### src/rtl/pte_perm_check.sv
module pte_perm_check #(
  parameter int PTE_W   = 64,
  parameter int CAUSE_W = 32,
  parameter logic [CAUSE_W-1:0] GUARD_CAUSE = 32'h1000_0000,
  parameter logic [CAUSE_W-1:0] PROT_CAUSE  = 32'h0800_0000
) (
  input  logic               clk,
  input  logic               rst_n,
  input  logic               in_valid,
  input  logic [PTE_W-1:0]   pte,
  input  logic [1:0]         acc_type,
  input  logic               user,
  input  logic [1:0]         amask,
  input  logic [1:0]         imask,
  output logic               out_valid,
  output logic [2:0]         perm,
  output logic               fault,
  output logic [CAUSE_W-1:0] cause
);
  localparam int ATT_LO = 4;
  localparam logic [1:0] ATT_GUARDED = 2'b10;

  logic [3:0] auth;
  logic [2:0] dec, keep, grant, need;
  logic       guard_hit, denied;
  logic       unused_bits;

  assign auth  = pte[3:0];
  assign dec   = {auth[0], auth[1], auth[2] | auth[1]};
  assign keep  = {~imask[0], ~amask[1], ~amask[0]};
  assign grant = (user && auth[3]) ? 3'b000 :
                 (user || auth[3]) ? dec : (dec & keep);
  assign guard_hit = (pte[ATT_LO+1:ATT_LO] == ATT_GUARDED) && (acc_type == 2'd2);
  assign unused_bits = ^{pte[PTE_W-1:ATT_LO+2], imask[1]};

  always_comb begin
    case (acc_type)
      2'd0:    need = 3'b001;
      2'd1:    need = 3'b010;
      2'd2:    need = 3'b100;
      default: need = 3'b000;
    endcase
  end

  assign denied = (acc_type == 2'd3) || ((grant & need) == 3'b000);

  always_ff @(posedge clk) begin
    if (!rst_n) begin
      out_valid <= 1'b0;
      perm      <= '0;
      fault     <= 1'b0;
      cause     <= '0;
    end else begin
      out_valid <= in_valid;
      if (in_valid) begin
        if (guard_hit) begin
          perm  <= 3'b000;
          fault <= 1'b1;
          cause <= GUARD_CAUSE;
        end else begin
          perm  <= grant;
          fault <= denied;
          cause <= denied ? PROT_CAUSE : '0;
        end
      end
    end
  end
endmodule


### config.mk
export PLATFORM = sky130hd
export DESIGN_NAME = pte_perm_check
export DESIGN_NICKNAME = d
export VERILOG_FILES = /design/src/rtl/pte_perm_check.sv
export SDC_FILE = /design/constraint.sdc
export NUM_CORES = 1
export LEC_CHECK = 0
export BUFFER_PORTS_ARGS = -buffer_cell sky130_fd_sc_hd__buf_2
export CAP_MARGIN = 20
export CORE_MARGIN = 2
export CORE_UTILIZATION = 22
export DETAILED_ROUTE_END_ITERATION = 6
export GPL_TIMING_DRIVEN = 0
export MAX_ROUTING_LAYER = met4
export PLACE_DENSITY_LB_ADDON = 0.2
export SYNTH_ARGS = -nofsm -noshare
export SYNTH_HDL_FRONTEND = slang
export SYNTH_SLANG_ARGS = --single-unit
### constraint.sdc
create_clock -name clk -period 1 [get_ports clk]
set_clock_uncertainty 0.05 [all_clocks]
set_input_delay 0.15 -clock clk [delete_from_list [all_inputs] [get_ports clk]]
set_output_delay 0.15 -clock clk [all_outputs]
set_load 0.02 [all_outputs]
# After elaboration in Yosys (flattened, before gate mapping)
# Cells that the tools add are included.
[totals] reg_bits=37 latchBits=0 mem_bits_rw=0 mem_bits_ro=0 in_bits=74 out_inout_bits=37 elab_cells=27 memories=0
[op_classes] add_sub_neg=0 mul=0 div_mod_pow=0 order_cmp=0 n_eq_ne=4 n_shift=0 muxes=7 n_bitwise=6 n_reduce_logical=6
[ops] operator="$mux 29" count=1
[ops] operator="$mux 28" count=1
[ops] operator="$mux 3" count=3
[ops] operator="$pmux 3 s3" count=1
[ops] operator="$and 3x3->3" count=2
[ops] operator="$eq 2x2->1 const B" count=3
[ops] operator="$logic_not 3->1" count=1
[ops] operator="$not 1->1" count=3
[ops] operator="$eq 2x1->1 const B" count=1
[ops] operator="$logic_and 1x1->1" count=2
[ops] operator="$logic_not 2->1" count=1
[ops] operator="$logic_or 1x1->1" count=2
[ops] operator="$mux 1" count=1
[ops] operator="$or 1x1->1" count=1

# Depth between registers and ports, before layout
[logic_depth] word_depth=9 ltp_mapped=4

# Worst setup path before layout
# Ideal clock, no wire load.
[synth_timing] kind="input-to-reg" start="in pte[3]" end="reg fault" t_arrival_ps=812 setup_slack_ps=16 path_stages=4 cell_sequence="o2bb2ai_1 > a2111oi_2 > a221o_1 > a21oi_1"
[synth_between] elab_chain_cells=7
[synth_lines] element="start: declaration" line="10" source="input logic [PTE_W-1:0] pte,"
[synth_lines] element="$logic_or 1x1->1" line="32" source="(user || auth[3]) ? dec : (dec & keep);"
[synth_lines] element="$mux 3" line="32"
[synth_lines] element="$mux 3 *" line="31" source="assign grant = (user && auth[3]) ? 3'b000 :"
[synth_lines] element="$and 3x3->3 *" line="45" source="assign denied = (acc_type == 2'd3) || ((grant & need) == 3'b000);"
[synth_lines] element="$logic_not 3->1 *" line="45"
[synth_lines] element="$logic_or 1x1->1 *" line="45"
[synth_lines] element="$mux 1 *" line="56" source="if (guard_hit) begin"
[synth_lines] element="end signal: assignment" line="62" source="fault <= denied;"
[synth_lines] element="end: declaration" line="17" source="output logic fault,"
# Every way passes the cells marked *; elsewhere a longest branch is shown, timed or not.
# A chain may end at the register's enable or synchronous reset.

# Final worst setup path
[layout_timing] start="reg cause[27]" end="out cause[27]"
[layout_rtl] element="start: declaration" line="18" source="output logic [CAUSE_W-1:0] cause"
[layout_rtl] element="start signal: assignment" line="63" source="cause <= denied ? PROT_CAUSE : '0;"
# No word-level cell between the ends.

==> qor.yml <==
grt_use_total_pct: 8.626
min_path_type: "input pin to flip-flop"
drv_cap: 0
clock-sinks: 7
timing.setup.tns_ns: 0
instances_no_fill: 152
power.leakage_uw: 0.0004879
cts.clk_slew.worst_paths_ns: 0.05
grt_setup_unrepaired: "false"
wl_per_cell_um: 7.395
grt_pass1_wl_um: 1759
setup-violations-final: 0
whs_path_depth: 3
fp.dieW_um: 55.04
portBuffers: 21
worstSetupEndpointType: "output port"
cts_made_buffers: 3
path_max_fanout: 2
initialDrtViolationCount: 0
core-area_um2: 2477
rr_worst_depth: 3
globalplace.congestion: 0.6886
max_freq_mhz: 1069
final_common_cell: "buf_4"
cts-root-buf: "clkbuf_4"
vias_per_cell: 3.342
die_area_um2: 3029
finalNetCount: 197
vias: 508
grt_antenna_before_repair: 0
mostFrequentLayoutCells: "buf_4, conb_1, buf_2"
synth.distinct_cells: 20
seq_area_frac_synth_pct: 24.45
yosysTopAreaCellShare_pct: 39.30
die_h_um: 55.04
synth-edff-count: 0
clockBufferDepth: 2
insertedDiodeCount: 0
path_buf_inv: 1
core.rowCount: 18
synth_ff_type: "dfxtp_1"
yosys-top-cells-area: "buf_4, dfxtp_1, a21oi_1, nor2b_1, a2111oi_2"
drc: 0
clk-insertion-delay-late_ns: 0.25
hpwlAfterDp_um: 964.5
ys_warn_count: 0
netlist_instances: 68
whs_ns: 0.1365
drt_wl_total_um: 1124
cp_slowest_cell: "dfxtp_1"
area_growth_pct: 49.56
grt_max_degree: 9
yosys.area.top_type: "buf_4"
min_period_over_period_pct: 93.54
crit_cells: 1
maxSlewViolCount: 0
placed_cells: 148
drive_above_1_share_pct: 47.54
tritoncts: "built"
cp.required_ns: 0.80
initial_core_util_pct: 23.13
vdd_drop_max_mv: 0.3654
crit_path_start_kind: "flip-flop"
grt_pass1_vias: 473
ys_ff_latch: 7
grt_remaining_overflow: 0
period_needed_ns: 0.9354
max_stage_delay_ns: 0.32
p_per_area_nw_per_um2: 1056
cts_htree_levels: 1
ctsHoldBuffers: 0
cts_setup_buffers: 0
status: "finished clean"
synthArstFlopShare_pct: 0
r2r_slack_ns: 0.24
avgSynthCellArea_um2: 8.427
crit_chain: "buf_2"
firstDrtPassIters: 1
crit_family: "flip-flops"
critPathArrivalTime_ns: 0.74
ioPinCount: 111
synthesis.area_um2: 573.1
hold_viol_final: 0
ant_nets: 0
path_class: "flip-flop to output port"
==> sequential cells by signal (all words and copies together), names as in the netlist <==
name       flops
perm           3
out_valid      1
fault          1
cause          2
==> per-layer routing <==
metal	up-vias	routed length, um	GRT usage (%)
met5	-	0	-
met1	205	387	6.969
li1	275	-	-
met4	0	15	3.659
met2	26	546	15.67
met3	2	175	5.108
==> cell usage after synthesis, types with 2 or more instances <==
cell / count
a21oi_1: 5
nor2b_1: 4
a21boi_0: 2
and2_1: 2
nand2_1: 3
o21ai_0: 2
dfxtp_1: 7
buf_4: 30
nand2b_1: 2
==> worst paths after layout <==
check,from,to
setup / recovery,cause[27],cause[27]
hold reg to reg,perm[0],perm[0]
setup reg to reg,perm[2],perm[2]
hold / removal,rst_n,cause[28]
==> stage by stage <==
| stage | total power, uW | setup slack (ns) | cell area [um^2] | util, % |
|---|---|---|---|---|
| 2_1_floorplan | 574.0 | 0.01584 | 681.9 | - |
| 3_3_place_gp | 641.6 | -0.2220 | 824.5 | 33.28 |
| 3_5_place_dp | 642.1 | -0.2195 | 824.5 | 33.28 |
| 4_1_cts | 912.9 | 0.04018 | 850.8 | 34.34 |
| 5_1_grt | 979.0 | 0.007067 | 857.1 | 34.60 |
| 6_report | 905.2 | 0.06464 | 857.1 | 34.60 |
==> repair_timing <==
action / 4_1_cts / 5_1_grt
endpoints found under the hold margin: 0 / 0
resized for setup: 0 / 2
setup endpoints to repair: 0 / 2
==> power breakdown <==
part / total [uW] / internal (uW) / switching [uW]
Combinational: 338 / 144 / 193
Sequential: 304 / 297 / 6.92
Clock: 263 / 153 / 111
==> layout make-up <==
type                            count  area [um^2]
Buffer                             30        225.2
Clock buffer                        4        26.28
Fill cell                         292         1620
Multi-Input combinational cell     60        320.3
Sequential cell                     7        140.1
Tap cell                           30        37.54
Timing Repair Buffer               21        107.6
==> cell families after synthesis <==
logic type	Yosys count	synth area share (%)
DFF	7	24.45
and+or+nand+nor	15	16.59
buffers and inverters	30	39.30
other	1	0.6544
AOI/OAI and AO/OA	15	18.99
(Power assumes the default switching activity.)
